<file path="config.mk">
export PLATFORM = sky130hd
export DESIGN_NAME = mgmt_serial_master
export DESIGN_NICKNAME = d
export VERILOG_FILES = /design/src/rtl/mgmt_pkg.sv /design/src/rtl/mgmt_half_timer.sv /design/src/rtl/mgmt_slot_seq.sv /design/src/rtl/mgmt_serial_master.sv
export SDC_FILE = /design/constraint.sdc
export NUM_CORES = 1
export LEC_CHECK = 0
export BUFFER_PORTS_ARGS = -buffer_cell sky130_fd_sc_hd__buf_2
export CELL_PAD_IN_SITES_DETAIL_PLACEMENT = 1
export CELL_PAD_IN_SITES_GLOBAL_PLACEMENT = 1
export CORE_MARGIN = 4
export CORE_UTILIZATION = 37
export DETAILED_ROUTE_END_ITERATION = 8
export PLACE_DENSITY = 0.76
export SLEW_MARGIN = 5
export SYNTH_ARGS = -nofsm -noshare
export SYNTH_HDL_FRONTEND = slang
export SYNTH_HIERARCHICAL = 1
export SYNTH_SLANG_ARGS = --single-unit
</file>
<file path="constraint.sdc">
create_clock -name clk -period 4.82 [get_ports clk]
set_input_delay 0.723 -clock clk [delete_from_list [all_inputs] [get_ports clk]]
set_output_delay 0.723 -clock clk [all_outputs]
set_load 0.01 [all_outputs]
</file>
<file path="src/rtl/mgmt_pkg.sv">
package mgmt_pkg;

    localparam int PRE_BITS    = 32;
    localparam int CMD_BITS    = 32;
    localparam int HDR_BITS    = 14;
    localparam int DATA_BITS   = 16;
    localparam int TAIL_BITS   = 3;
    localparam int TOTAL_BITS  = PRE_BITS + CMD_BITS + TAIL_BITS;
    localparam int SLOT_W      = $clog2(TOTAL_BITS);
    localparam int RELEASE_LO  = CMD_BITS - HDR_BITS;   // frame bits below this are released on reads
    localparam logic [3:0] RD_OPCODE = 4'b0110;

    typedef enum logic { PH_LOW, PH_HIGH } phase_e;

    typedef struct packed {
        logic data;
        logic oe;
    } pin_drv_t;

    // Frame bit index carried by a slot inside the command region, else -1.
    function automatic int frame_bit(input logic [SLOT_W-1:0] slot);
        int s;
        s = int'(slot);
        if (s >= PRE_BITS && s < PRE_BITS + CMD_BITS)
            return PRE_BITS + CMD_BITS - 1 - s;
        return -1;
    endfunction

    // Line drive for one bit period.
    function automatic pin_drv_t slot_pins(input logic [SLOT_W-1:0] slot,
                                           input logic [CMD_BITS-1:0] cw,
                                           input logic rd);
        pin_drv_t   d;
        int         fb;
        logic [4:0] fi;
        d  = '{data: 1'b1, oe: 1'b1};
        fb = frame_bit(slot);
        if (fb >= 0) begin
            fi     = fb[4:0];
            d.data = cw[fi];
            if (rd && fb < RELEASE_LO) begin
                d.data = 1'b1;
                d.oe   = 1'b0;
            end
        end
        return d;
    endfunction

    // Whether the rising clock of this slot captures a read data bit.
    function automatic logic slot_samples(input logic [SLOT_W-1:0] slot,
                                          input logic rd);
        int fb;
        fb = frame_bit(slot);
        return rd && (fb >= 0) && (fb < DATA_BITS);
    endfunction

endpackage

</file>
<file path="src/rtl/mgmt_half_timer.sv">
module mgmt_half_timer #(
    parameter int DIV_W = 8
) (
    input  logic             clk,
    input  logic             rst,
    input  logic             load,
    input  logic             run,
    input  logic [DIV_W-1:0] div,
    output logic             tick
);
    logic [DIV_W-1:0] div_q;
    logic [DIV_W-1:0] cnt;
    logic [DIV_W-1:0] eff_in;
    logic [DIV_W-1:0] eff_q;

    assign eff_in = (div == '0) ? DIV_W'(1) : div;
    assign eff_q  = (div_q == '0) ? DIV_W'(1) : div_q;
    assign tick   = run && (cnt == '0);

    always_ff @(posedge clk) begin
        if (rst) begin
            div_q <= '0;
            cnt   <= '0;
        end else if (load) begin
            div_q <= div;
            cnt   <= eff_in - DIV_W'(1);
        end else if (run) begin
            cnt <= (cnt == '0) ? eff_q - DIV_W'(1) : cnt - DIV_W'(1);
        end
    end
endmodule

</file>
<file path="src/rtl/mgmt_slot_seq.sv">
module mgmt_slot_seq
    import mgmt_pkg::*;
(
    input  logic              clk,
    input  logic              rst,
    input  logic              load,
    input  logic              tick,
    output logic [SLOT_W-1:0] slot,
    output phase_e            phase,
    output logic              last
);
    assign last = (slot == SLOT_W'(TOTAL_BITS - 1));

    always_ff @(posedge clk) begin
        if (rst) begin
            slot  <= '0;
            phase <= PH_LOW;
        end else if (load) begin
            slot  <= '0;
            phase <= PH_LOW;
        end else if (tick) begin
            if (phase == PH_LOW) begin
                phase <= PH_HIGH;
            end else if (!last) begin
                slot  <= slot + SLOT_W'(1);
                phase <= PH_LOW;
            end
        end
    end
endmodule

</file>
<file path="src/rtl/mgmt_serial_master.sv">
module mgmt_serial_master
    import mgmt_pkg::*;
#(
    parameter int DIV_W = 8
) (
    input  logic                clk,
    input  logic                rst,
    input  logic                start,
    input  logic [CMD_BITS-1:0] cmd,
    input  logic [DIV_W-1:0]    half_div,
    input  logic                mdio_in,
    output logic                mdc,
    output logic                mdio_out,
    output logic                mdio_oe,
    output logic                busy,
    output logic                done,
    output logic [CMD_BITS-1:0] result
);
    logic                 accept;
    logic                 tick;
    logic [SLOT_W-1:0]    slot;
    phase_e               phase;
    logic                 last;
    logic [CMD_BITS-1:0]  cmd_q;
    logic                 rd_q;
    logic [DATA_BITS-1:0] cap;
    pin_drv_t             first_d;
    pin_drv_t             nxt_d;
    logic                 cur_smp;

    assign accept  = start && !busy;
    assign first_d = slot_pins('0, cmd, cmd[31:28] == RD_OPCODE);
    assign nxt_d   = slot_pins(slot + SLOT_W'(1), cmd_q, rd_q);
    assign cur_smp = slot_samples(slot, rd_q);

    mgmt_half_timer #(.DIV_W(DIV_W)) u_timer (
        .clk  (clk),
        .rst  (rst),
        .load (accept),
        .run  (busy),
        .div  (half_div),
        .tick (tick)
    );

    mgmt_slot_seq u_seq (
        .clk   (clk),
        .rst   (rst),
        .load  (accept),
        .tick  (tick),
        .slot  (slot),
        .phase (phase),
        .last  (last)
    );

    always_ff @(posedge clk) begin
        if (rst) begin
            busy     <= 1'b0;
            done     <= 1'b0;
            mdc      <= 1'b1;
            mdio_out <= 1'b1;
            mdio_oe  <= 1'b1;
            cmd_q    <= '0;
            rd_q     <= 1'b0;
            cap      <= '0;
            result   <= '0;
        end else begin
            done <= 1'b0;
            if (accept) begin
                busy     <= 1'b1;
                cmd_q    <= cmd;
                rd_q     <= (cmd[31:28] == RD_OPCODE);
                cap      <= '0;
                mdc      <= 1'b0;
                mdio_out <= first_d.data;
                mdio_oe  <= first_d.oe;
            end else if (busy && tick) begin
                if (phase == PH_LOW) begin
                    mdc <= 1'b1;
                    if (cur_smp)
                        cap <= {cap[DATA_BITS-2:0], mdio_in};
                end else if (last) begin
                    busy   <= 1'b0;
                    done   <= 1'b1;
                    result <= rd_q ? {cmd_q[CMD_BITS-1:DATA_BITS], cap}
                                   : {{DATA_BITS{1'b0}}, cmd_q[CMD_BITS-1:DATA_BITS]};
                end else begin
                    mdc      <= 1'b0;
                    mdio_out <= nxt_d.data;
                    mdio_oe  <= nxt_d.oe;
                end
            end
        end
    end
endmodule

</file>
### Word level (Yosys, flattened, before mapping)

Index checks and enable logic that the tools add are counted.
W data, S select, Z words.

| word-level totals | value |
|---|---|
| flip-flop bits (word level) | 110 |
| input bits | 44 |
| output and inout bits | 37 |
| word-level logic and storage cells | 85 |

| cells by class | value |
|---|---|
| add/sub/neg operators | 6 |
| magnitude comparators | 9 |
| equal/unequal tests | 3 |
| muxes and demuxes | 26 |
| bitwise logic cells | 4 |
| reductions and logical operators | 24 |

Operators with widths:

| operator | number |
|---|---|
| $mux W32 | 5 |
| $ge A32 B1 Y1 const B | 2 |
| $lt A32 B6 Y1 const B | 2 |
| $mux W8 | 5 |
| $logic_not A8 Y1 | 3 |
| $sub A8 B1 Y8 const B | 3 |
| $sub A6 B7 Y8 const A | 2 |
| $ge A7 B6 Y1 const B | 2 |
| $lt A7 B7 Y1 const B | 2 |
| $mux W1 | 13 |
| $reduce_and A3 Y1 | 4 |
| $logic_and A1 B1 Y1 | 8 |
| $reduce_bool A2 Y1 | 4 |
| $add A7 B1 Y7 const B | 1 |
| $eq A7 B7 Y1 const B | 1 |
| $lt A5 B6 Y1 const B | 1 |
| $bmux W1 S5 | 1 |
| $eq A4 B3 Y1 const B | 1 |
| $mux W2 | 2 |
| $not A1 Y1 | 4 |
| $reduce_and A4 Y1 | 1 |
| $reduce_or A4 Y1 | 1 |
| $ne A3 B3 Y1 const B | 1 |
| $reduce_and A2 Y1 | 1 |
| other kinds (2) | 2 |

### Longest topological paths before layout

Gate-level depths: netlist (run 1).

| depth | value |
|---|---|
| depth after elaboration | 9 |
| depth in mapped cells | 12 |
| depth with buffers taken out | 9 |

### Cells and area by module

Netlist (run 1), hierarchy kept.

By module, submodules not included:

| module | times used | cells each | area an instance (µm²) | seq. area each (µm²) |
|---|---|---|---|---|
| mgmt_serial_master | 1 | 406 | 3597.2 | 1721.7 |
| mgmt_half_timer | 1 | 111 | 935.9 | 320.3 |
| mgmt_slot_seq | 1 | 46 | 395.4 | 160.2 |

### Worst setup path before layout (run 1)

OpenSTA, ideal clock, no wires.

| timing | value |
|---|---|
| path kind | input to register |
| start | input port start |
| end | register u_timer.cnt[7] |
| setup time | 0.117 ns |
| arrival | 2.992 ns |
| setup slack | 1.711 ns |
| stages on the path | 11 |
| path buffers | 3 |
| cell sequence | nand2b_1 clkbuf_1 clkinv_1 clkbuf_1 buf_2 nor2b_1 inv_1 a222oi_1 nand3_1 or3b_1 a32o_1 |

| on the way | value |
|---|---|
| word-level cells in the longest chain between the ends | 2 |
| elaborated cells between the ends (all ways) | 3 |
| those cells by class | mux: 1; reduce/logical: 2 |

Ends and longest elaborated chain:

| element | line | source |
|---|---|---|
| from (decl) | mgmt_serial_master.sv:8 | `input logic start,` |
| $logic_and A1 B1 Y1 (*) | mgmt_serial_master.sv:31 | `assign accept = start && !busy;` |
| named net accept | mgmt_serial_master.sv:19 | `logic accept;` |
| $mux W8 / $reduce_bool A2 Y1 (equally long branches) | - |  |
| to (signal assigned) | mgmt_half_timer.sv:26 | `cnt <= eff_in - DIV_W'(1);` |
| to (signal assigned) | mgmt_half_timer.sv:28 | `cnt <= (cnt == '0) ? eff_q - DIV_W'(1) : cnt - DIV_W'(1);` |
| to (decl) | mgmt_half_timer.sv:12 | `logic [DIV_W-1:0] cnt;` |

Mark *: on every way through the listed nets, which the timed path passes. The rest lies on a longest branch.
A chain may end at the register's enable or synchronous reset.

### Worst setup path after layout (run 1)

| timing | value |
|---|---|
| start | register busy |
| end | register u_timer.cnt[7] |

| on the way | value |
|---|---|
| word-level cells in the longest chain between the ends | 3 |
| elaborated cells between the ends (all ways) | 4 |
| those cells by class | mux: 1; reduce/logical: 3 |

Ends and longest elaborated chain:

| element | line | source |
|---|---|---|
| from (decl) | mgmt_serial_master.sv:15 | `output logic busy,` |
| from (signal assigned) | mgmt_serial_master.sv:57 | `busy <= 1'b0;` |
| from (signal assigned) | mgmt_serial_master.sv:69 | `busy <= 1'b1;` |
| from (signal assigned) | mgmt_serial_master.sv:82 | `busy <= 1'b0;` |
| $logic_not A1 Y1 | mgmt_serial_master.sv:31 |  |
| $logic_and A1 B1 Y1 | mgmt_serial_master.sv:31 |  |
| $mux W8 / $reduce_bool A2 Y1 (equally long branches) | - |  |

Several ways; a longest one is shown, not always the timed one.

==> key figures, run 1 <==
Power
  • Net Sw Power: 0.499 mW
  • Sequential power share: 50.6%
  • Maximum vdd drop: 173 uV
  • Static leakage: 2.14 nW
  • Int Pwr: 1.43 mW
  • Net Sw Frac: 25.9%
  • Cell Pwr Density: 335 nW/um^2
  • Clock network power share: 38.9%
  • Comb power frac: 10.5%

Logic synthesis
  • Post-synthesis cell type count: 58
  • Adder-Cell Fraction of Synth Area: 1.02%
  • Synth area leaders: dfxtp_1 45%, mux2i_1 9.5%, nand2_1 6.2%
  • Post-Syn Area per Cell: 8.75 um^2
  • Net Count, Synth: 611
  • Post-synth EDFFs: 0
  • Largest family of logic cells by synthesized area: simple AND/OR/NAND/NOR gates
  • Synth Area in Compound Gates: 18.2%
  • Mux contribution to synthesized area: 11.1%
  • Area leader, netlist: dfxtp_1
  • Cells after Synth: 563
  • Synth Area in Simple Gates: 19.9%
  • Mapped cell area: 4930 um^2
  • XOR/XNOR share of the synthesized area: 1.42%
  • Post-synth top area share: 44.7%
  • Ys async rst share: 0%
  • Yosys reg bits: 110
  • Post-synth top flop: dfxtp_1
  • Synthesis Warnings: 6
  • Post-synthesis sequential area ratio: 44.7%

Global route
  • Vias in the first global route: 4464
  • Gr ovfl total: 0
  • Initial antenna violation count: 0
  • First-pass GRT wire length: 22.3 mm
  • Largest net degree at the start of global routing: 52
  • Total track usage: 18.6%

Floorplan
  • Io pins: 81
  • Site Rows: 41
  • Die X: 123 um
  • Die ar.: 15200 um^2
  • Starting density of the core: 38.4%
  • Core area: 12800 um^2
  • Die Ht: 123 um

Drt
  • Routed length per instance: 17.0 um
  • Wl on met1: 5.76 mm
  • Vias: 4321
  • Top sig layer: met4
  • Met2 Wirelength: 7.04 mm
  • Drt first pass iters: 4
  • DR WL met3: 695 um
  • DRT antenna net count: 0
  • Drt drc: 0
  • Starting DRC count in detailed routing: 269
  • Final WL: 13.7 mm
  • Vias per cell: 5.39

STA
  • Post-layout min period: 2960 ps
  • Fin crit share: 61.4%
  • Endpoints failing setup: 0
  • Clock skew: 9.17 ps
  • Hold Vio Cnt, Final: 0
  • Post-route setup TNS: 0 ps
  • Relative slew slack: 18.0%
  • Final slew viol count: 0
  • FMAX: 338 MHz
  • Worst slew pin tran: 1220 ps
  • RSZ-0062 raised after global routing: false

Placement
  • Detailed Place HPWL: 9.92 mm
  • PortBufs: 80
  • DP Cell Count: 787
  • GPL Wtd Cong: 0.892

Final layout
  • Finished Layout Cells: 802
  • Syn-to-layout area delta: 16.7%
  • Layout fillers: 1526
  • Diode count: 0
  • Layout Nets: 674
  • Multi-input gate area: 2550 um^2
  • Layout cell share with drive strength beyond 1: 18.9%
  • FF+latch area: 2200 um^2

Worst setup path
  • Worst-path fanout max: 35
  • Worst R2R Setup Slack: 1860 ps
  • Critical R2R Capture: u_timer/cnt[7]$_SDFFE_PP0P_
  • Worst Path Arrival: 3210 ps
  • Critical R2R Launch: busy$_SDFFE_PP0P_
  • CP endpoint kind: flip-flop
  • Critical Path Start: busy$_SDFFE_PP0P_
  • Reg2Reg Depth: 9
  • Critical path startpoint category: flip-flop
  • Required time of the critical path: 5080 ps
  • Kind of critical path: reg -> reg
  • Setup crit end: u_timer/cnt[7]$_SDFFE_PP0P_

Clock network
  • CTS max path bufs: 2
  • Clk_lat worst skew: 360 ps
  • Clock root buffer: clkbuf_16
  • Post_cts resized: 0
  • Postcts setup bufs: 0
  • CTS H-tree lvls: 3
  • Worst-path clk slew: 70 ps
  • CTS tree: built
  • CTS Hold Buffers Added: 0
  • TritonCTS Buffers: 9
  • Clk sinks: 110

Worst hold path
  • Hold crit path type: reg -> reg

Status
  • Status: complete, no violations

Job
  • # Max-Cap Violations: 0
## registers in the layout (all words and copies together), names as in the netlist
register / cells
u_seq/slot: 7
mdio_oe: 1
rd_q: 1
done: 1
u_timer/cnt: 8
busy: 1
cmd_q: 32
u_seq/phase: 1
mdio_out: 1
u_timer/div_q: 8
cap: 16
result: 32
mdc: 1
## worst max-delay path, cell delays in order, from the launching register on
cell	delay [ps]
dfxtp_1	410
nand2b_1	190
buf_4	240
inv_2	310
nor2b_1	380
inv_1	90
a222oi_1	430
nand3_1	180
or3b_1	370
a32o_1	260
## stage by stage
stage          setup slack (ps)  cell area (um^2)  utilization (%)  hold slack, ps  power (mW)
6_report                   1860              5750             44.9             462        1.92
5_1_grt                    1700              5750             44.9             488        2.01
4_1_cts                    1890              5750             44.9             464        1.95
3_5_place_dp               1590              5460             42.6             448        1.20
3_3_place_gp               1730              5460             42.6             446        1.19
2_1_floorplan              1710              4930                -             433        1.12
## power by group through the flow
| stage | Sequential, mW | Clock [mW] | Combinational, mW |
|---|---|---|---|
| after floorplan | 0.983 | 0 | 0.142 |
| after global placement | 0.993 | 0 | 0.194 |
| after detailed placement | 0.995 | 0 | 0.202 |
| after CTS | 0.974 | 0.768 | 0.204 |
| after global routing | 0.979 | 0.805 | 0.225 |
| final | 0.975 | 0.749 | 0.202 |
## worst min-delay path by stage
stage | to | startpoint | cells past startpoint
3_3_place_gp | cmd_q[5]$_SDFFE_PP0P_ | cmd_q[5]$_SDFFE_PP0P_ | 2
4_1_cts | cmd_q[4]$_SDFFE_PP0P_ | cmd_q[4]$_SDFFE_PP0P_ | 2
5_1_grt | cmd_q[10]$_SDFFE_PP0P_ | cmd_q[10]$_SDFFE_PP0P_ | 2
3_5_place_dp | cmd_q[5]$_SDFFE_PP0P_ | cmd_q[5]$_SDFFE_PP0P_ | 2
6_report | cmd_q[8]$_SDFFE_PP0P_ | cmd_q[8]$_SDFFE_PP0P_ | 2
2_1_floorplan | cmd_q[4]$_SDFFE_PP0P_ | cmd_q[4]$_SDFFE_PP0P_ | 2
## layer usage
metal,global-route usage [%],vias up
met5,0,-
met4,5.61,0
met3,4.85,16
met2,33.4,81
met1,21.8,2093
li1,-,2131
## layout by cell type, fill, tap and decap left out, types with 10 or more instances in the layout
cell,n
a211oi_1,23
a21oi_1,47
a22o_1,16
buf_2,80
dfxtp_1,110
inv_1,10
mux2i_1,47
nand2_1,81
nand3_1,13
nor2_1,61
o21ai_0,15
## cell families after synthesis
family | count (synthesis)
AO/OA/AOI/OAI | 133
XOR/XNOR | 8
adder cells (fa/ha/maj) | 4
buffers and inverters | 46
flip-flops | 110
multiplexers | 52
AND/OR/NAND/NOR | 210
## Yosys cell counts, types with 3 or more instances
cell and number:
a211o_1 4, a211oi_1 23, a21oi_1 47, a22o_1 16, a311o_1 3, a311oi_1 3, and2_1 4, buf_1 7
buf_2 4, clkbuf_1 23, dfxtp_1 110, ha_1 4, inv_1 10, mux2_2 3, mux2i_1 47, nand2_1 81
nand2b_1 6, nand3_1 13, nand4_1 7, nor2_1 62, nor2b_1 4, nor3_1 8, o211ai_1 3, o21ai_0 15
or3_1 6, xnor2_1 5, xor2_1 3
## layout make-up
type | instances | area share (%)
sequential | 110 | 38.3
tap | 172 | 3.74
inverter | 11 | 0.718
clock inverter | 4 | 0.979
clock buffer | 11 | 4.05
timing repair buffer | 87 | 7.87
multi-input combinational | 407 | 44.4
No activity file was read; power rests on OpenSTA's default activity.
==> inputs of run 2 (changes only) <==
==> constraint.sdc (replaced) <==
create_clock -name clk -period 2.83 [get_ports clk]
set_input_delay 0.4245 -clock clk [delete_from_list [all_inputs] [get_ports clk]]
set_output_delay 0.4245 -clock clk [all_outputs]
set_load 0.01 [all_outputs]
==> key figures, run 2 (synthesis results as in run 1) <==
Final layout
  • Syn-to-layout area delta: 18.7%
  • Layout fillers: 1558 (+2.1%)
  • Diode count: 0 (unchanged)
  • Commonest non-fill, non-tap cells in the layout: 109 x dfxtp_1, 81 x nand2_1, 80 x buf_2, 61 x nor2_1
  • Layout Nets: 680 (+0.89%)
  • Layout cell share with drive strength beyond 1: 20.3% (+1.4 points)
  • Commonest non-fill, non-tap cell in the layout: dfxtp_1
  • Largest regs: cmd_q (32), result (32), cap (16)
  • Final core utilization: 45.6% (+0.75 points)

Floorplan
  • Starting density of the core: 38.4% (unchanged)
  • Die Ht: 123 um (unchanged)
  • Site Rows: 41 (unchanged)
  • Die ar.: 15200 um^2 (unchanged)
  • Die X: 123 um (unchanged)
  • Io pins: 81 (unchanged)
  • Core area: 12800 um^2 (unchanged)

Drt
  • Drt drc: 0 (unchanged)
  • Drt first pass iters: 4 (unchanged)
  • Routed length per instance: 17.0 um (about the same)
  • Vias per cell: 5.36 (-0.52%)
  • Starting DRC count in detailed routing: 206 (-23%)
  • Final WL: 13.8 mm (+0.78%)
  • Vias: 4336 (+0.35%)
  • DRT antenna net count: 0 (unchanged)

Clock network
  • Clock root buffer: clkbuf_16
  • TritonCTS Buffers: 9 (unchanged)
  • Worst-path clk slew: 80 ps (about the same)
  • CTS max path bufs: 2 (unchanged)
  • CTS Hold Buffers Added: 0 (unchanged)
  • Post_cts resized: 0 (unchanged)
  • CTS H-tree lvls: 3 (unchanged)
  • Postcts setup bufs: 0 (unchanged)
  • Clk_lat worst skew: 350 ps (about the same)
  • CTS tree: built
  • Clk sinks: 110 (unchanged)

Global route
  • Total track usage: 18.8% (+0.19 points)
  • Largest net degree at the start of global routing: 52 (unchanged)
  • First-pass GRT wire length: 22.6 mm (+1.4%)
  • Initial antenna violation count: 0 (unchanged)
  • Vias in the first global route: 4426 (-0.85%)
  • Gr ovfl total: 0 (unchanged)

STA
  • Hold slack: 295 ps (-167 ps)
  • Post-route setup TNS: 0 ps (unchanged)
  • Post-layout min period: 2580 ps (-380 ps)
  • Hold Vio Cnt, Final: 0 (unchanged)
  • Clock skew: 9.74 ps (+0.569 ps)
  • FMAX: 388 MHz (+15%)
  • Fin crit share: 91.2% (+30 points)
  • Final slew viol count: 0 (unchanged)
  • Endpoints failing setup: 0 (unchanged)
  • Relative slew slack: 15.2% (-2.9 points)
  • Worst slew pin tran: 1270 ps (+43.1 ps)
  • RSZ-0062 raised after global routing: false

Worst setup path
  • Critical path startpoint category: flip-flop
  • Worst path cell trace: inv_1, ha_1, nor2b_1, and2_1, inv_1, nor2_2, nor2_1, a22o_1
  • Worst Path Arrival: 2880 ps (-330 ps)
  • Required time of the critical path: 3130 ps (-1950 ps)
  • Kind of critical path: reg -> reg
  • Critical R2R Capture: result[16]$_SDFFE_PP0P_
  • Most used cell, CP: inv_1
  • CP endpoint kind: flip-flop
  • Critical R2R Launch: u_seq/slot[0]$_SDFFE_PP0P_
  • Worst stage delay on the critical path: 940 ps (+510 ps)
  • Worst R2R Setup Slack: 250 ps (-1610 ps)
  • Reg2Reg Depth: 8 (-1)
  • Worst-path fanout max: 16 (-54%)
  • Slowest CP cell: nor2_1

Placement
  • PortBufs: 80 (unchanged)
  • GPL Wtd Cong: 0.848 (-5.0%)
  • Detailed Place HPWL: 10.2 mm (+2.8%)

Status
  • Status: complete, no violations

Power
  • Cell Pwr Density: 587 nW/um^2 (+75%)
  • Maximum vdd drop: 261 uV (+51%)
  • Static leakage: 2.20 nW (+2.5%)

Worst hold path
  • Worst hold stages: 2 (unchanged)
  • Hold crit path type: in -> reg
  • Worst hold path startpoint: start
  • Hold worst-path end: busy$_SDFFE_PP0P_

Job
  • # Max-Cap Violations: 0 (unchanged)
-- run 2: metrics by stage --
stage	std cells	power [mW]	area (um^2)	setup WS, ps
global placement	793	2.04	5510	296
detailed placement	793	2.05	5510	193
global route	809	3.60	5850	50.0
floorplan	563	1.92	4930	8.27
CTS	809	3.48	5850	237
finish	809	3.43	5850	250
-- run 2: worst max-delay path by stage --
stage / from / endpoint / slack [ps] / depth (start not counted)
floorplan: busy$_SDFFE_PP0P_ / u_timer/cnt[7]$_SDFFE_PP0P_ / 8 / 11
global placement: start / u_timer/cnt[7]$_SDFFE_PP0P_ / 300 / 8
detailed placement: u_seq/slot[0]$_SDFFE_PP0P_ / result[24]$_SDFFE_PP0P_ / 190 / 8
CTS: u_seq/slot[0]$_SDFFE_PP0P_ / result[16]$_SDFFE_PP0P_ / 240 / 8
global route: u_seq/slot[0]$_SDFFE_PP0P_ / result[16]$_SDFFE_PP0P_ / 50 / 8
finish: u_seq/slot[0]$_SDFFE_PP0P_ / result[16]$_SDFFE_PP0P_ / 250 / 8
-- run 2: area by class of cell --
class,count,area [um^2],share of cell area (%)
Clock buffer,10,239,4.09
Timing Repair Buffer,93,498,8.51
Inverter,11,42.5,0.727
Tap cell,172,215,3.68
Sequential cell,110,2200,37.7
Multi-Input combinational cell,407,2550,43.6
Clock inverter,6,98.8,1.69
-- run 2: per-layer routing --
layer / wire length (um) / GRT usage [%]
met1: 5960 / 22.6
met2: 7190 / 34.4
met3: 501 / 4.35
met4: 123 / 3.74
met5: 0 / 0
-- run 2: worst max-delay path, delay by kind of cell (launching register included) --
family	cells	cell delay (ps)
flip-flops	1	480
buffers and inverters	2	190
adder cells (fa/ha/maj)	1	210
AND/OR/NAND/NOR	4	1350
AO/OA/AOI/OAI	1	290
-- run 2: where the power goes --
group / internal, mW / leakage (nW) / switching, mW / total (mW)
registers: 1.60 / 0.895 / 0.0582 / 1.66
clock network: 0.816 / 0.163 / 0.605 / 1.42
logic: 0.144 / 1.14 / 0.211 / 0.355
==> inputs of run 3 (changes only) <==
--- a/config.mk
+++ b/config.mk
@@ -9,9 +9,10 @@
 export CELL_PAD_IN_SITES_DETAIL_PLACEMENT = 1
 export CELL_PAD_IN_SITES_GLOBAL_PLACEMENT = 1
 export CORE_MARGIN = 4
-export CORE_UTILIZATION = 37
+export CORE_UTILIZATION = 42
 export DETAILED_ROUTE_END_ITERATION = 8
-export PLACE_DENSITY = 0.76
+export PLACE_DENSITY = 0.84
+export SETUP_SLACK_MARGIN = 0.5
 export SLEW_MARGIN = 5
 export SYNTH_ARGS = -nofsm -noshare
 export SYNTH_HDL_FRONTEND = slang
==> key figures, run 3 (synthesis results as in run 1) <==
Status
  • Status: complete, no violations

STA
  • Hold Vio Cnt, Final: 0 (unchanged)
  • Worst slew pin tran: 795 ps (-473 ps)
  • Final slew viol count: 0 (unchanged)
  • RSZ-0062 raised after global routing: true
  • FMAX: 426 MHz (+9.9%)
  • Clock skew: 7.75 ps (-1.99 ps)
  • Endpoints failing setup: 0 (unchanged)
  • Final setup margin: 482 ps (+232 ps)
  • Post-route setup TNS: 0 ps (unchanged)
  • Fin crit share: 83.0% (-8.2 points)
  • Relative slew slack: 46.9% (+32 points)
  • Post-layout min period: 2350 ps (-232 ps)

Final layout
  • Layout fillers: 1360 (-13%)
  • Layout cell share with drive strength beyond 1: 24.0% (+3.8 points)
  • Layout Nets: 685 (+0.74%)
  • Commonest non-fill, non-tap cell in the layout: dfxtp_1
  • Syn-to-layout area delta: 19.6%
  • Finished Layout Cells: 784 (-3.1%)
  • Commonest non-fill, non-tap cells in the layout: 98 x dfxtp_1, 81 x nand2_1, 80 x buf_2, 60 x nor2_1
  • Diode count: 0 (unchanged)
  • Largest regs: cmd_q (32), result (32), cap (16)

Floorplan
  • Io pins: 81 (unchanged)
  • Die ar.: 13500 um^2 (-11%)
  • Die Ht: 116 um (-5.7%)
  • Die X: 116 um (-5.7%)
  • Site Rows: 39 (-4.9%)
  • Starting density of the core: 43.0% (+4.5 points)
  • Core area: 11500 um^2 (-11%)

Power
  • Cell Pwr Density: 561 nW/um^2 (-4.5%)
  • Net Sw Frac: 26.6% (+1.1 points)
  • Comb power frac: 12.7% (+2.4 points)
  • Clock network power share: 36.9% (-4.5 points)
  • Static leakage: 2.22 nW (+0.99%)
  • Maximum vdd drop: 249 uV (-4.8%)
  • Sequential power share: 50.5% (+2.2 points)
  • Int Pwr: 2.43 mW (-5.1%)
  • Net Sw Power: 0.879 mW (+0.49%)

Clock network
  • CTS H-tree lvls: 3 (unchanged)
  • Clk_lat worst skew: 350 ps (about the same)
  • CTS tree: built
  • Clk sinks: 110 (unchanged)
  • Clock root buffer: clkbuf_16
  • CTS max path bufs: 2 (unchanged)
  • TritonCTS Buffers: 9 (unchanged)
  • Worst-path clk slew: 70 ps (about the same)

Placement
  • PortBufs: 80 (unchanged)
  • DP Cell Count: 760 (-4.2%)
  • Detailed Place HPWL: 10.0 mm (-1.5%)
  • GPL Wtd Cong: 0.856 (+1.0%)
  • Pre-CTS setup slack: 253 ps (+59.8 ps)

Drt
  • Final WL: 14.9 mm (+8.4%)
  • Vias: 4573 (+5.5%)
  • Drt drc: 0 (unchanged)
  • DRT antenna net count: 0 (unchanged)
  • Routed length per instance: 19.0 um (+12%)
  • Drt first pass iters: 5 (+1)
  • Starting DRC count in detailed routing: 302 (+47%)
  • Vias per cell: 5.83 (+8.8%)

Global route
  • Gr ovfl total: 0 (unchanged)
  • Total track usage: 21.9% (+3.1 points)
  • Initial antenna violation count: 0 (unchanged)
  • Largest net degree at the start of global routing: 40 (-23%)
  • First-pass GRT wire length: 23.4 mm (+3.4%)
  • Vias in the first global route: 4552 (+2.8%)

Job
  • # Max-Cap Violations: 0 (unchanged)

Worst hold path
  • Hold crit path type: in -> reg

Worst setup path
  • Required time of the critical path: 3070 ps (-60 ps)
  • CP endpoint kind: flip-flop
  • Worst Path Arrival: 2590 ps (-290 ps)
  • Kind of critical path: reg -> reg
  • Worst-path fanout max: 16 (unchanged)
  • Critical path startpoint category: flip-flop
run 3: area by class of cell:
| cell class | count | area (um^2) | area share (%) |
|---|---|---|---|
| clock buffers | 11 | 253 | 4.29 |
| clock inverters | 4 | 31.3 | 0.530 |
| inverters | 11 | 53.8 | 0.912 |
| multi-input cells | 407 | 2610 | 44.3 |
| flip-flops and latches | 110 | 2220 | 37.6 |
| well taps | 143 | 179 | 3.03 |
| repair buffers | 97 | 539 | 9.14 |
| repair inverters | 1 | 8.76 | 0.149 |
run 3: through the flow:
stage / utilization [%] / power (mW) / area, um^2 / hold WS (ps)
5_1_grt: 51.4 / 3.43 / 5900 / 322
6_report: 51.4 / 3.31 / 5900 / 306
2_1_floorplan: - / 1.93 / 5000 / 433
3_5_place_dp: 47.7 / 2.05 / 5470 / 448
3_3_place_gp: 47.7 / 2.03 / 5470 / 442
4_1_cts: 50.7 / 3.29 / 5810 / 300
run 3: metal layers:
metal  wire, um  GRT usage (%)  up-vias
li1           -              -     2161
met1       6180           27.5     2238
met2       7490           38.0      144
met3        875           3.01       30
met4        386           8.97        0
met5          0              0        -
run 3: worst paths after layout:
kind,startpoint,to,slack (ps),cells past startpoint
setup reg to reg,busy$_SDFFE_PP0P_,u_timer/cnt[7]$_SDFFE_PP0P_,480,7
setup / recovery,busy$_SDFFE_PP0P_,u_timer/cnt[7]$_SDFFE_PP0P_,480,7
hold reg to reg,cmd_q[4]$_SDFFE_PP0P_,cmd_q[4]$_SDFFE_PP0P_,460,2
hold / removal,cmd[0],cmd_q[0]$_SDFFE_PP0P_,310,3
run 3: repair_timing:
action / 4_1_cts / 5_1_grt
pin swaps: 4 / 3
setup buffers: 4 / 4
resized for setup: 7 / 19
gates cloned: 0 / 1
hold buffers: 0 / 0
endpoints found under the setup margin: 53 / 50
run 3: worst max-delay path: stages, from the launching register on:
cell      delay [ps]
dfxtp_4          380
nand2b_4         170
clkinv_8         100
a311o_1          290
a222oi_1         470
nand3_1          180
or3b_4           440
a32o_1           220
run 3: power by group through the flow:
| stage | sequential, mW | clock (mW) | combinational (mW) |
|---|---|---|---|
| after detailed placement | 1.69 | 0 | 0.352 |
| after global placement | 1.69 | 0 | 0.336 |
| final | 1.67 | 1.22 | 0.419 |
| after global routing | 1.67 | 1.30 | 0.459 |
| after CTS | 1.66 | 1.24 | 0.385 |
| after floorplan | 1.67 | 0 | 0.255 |
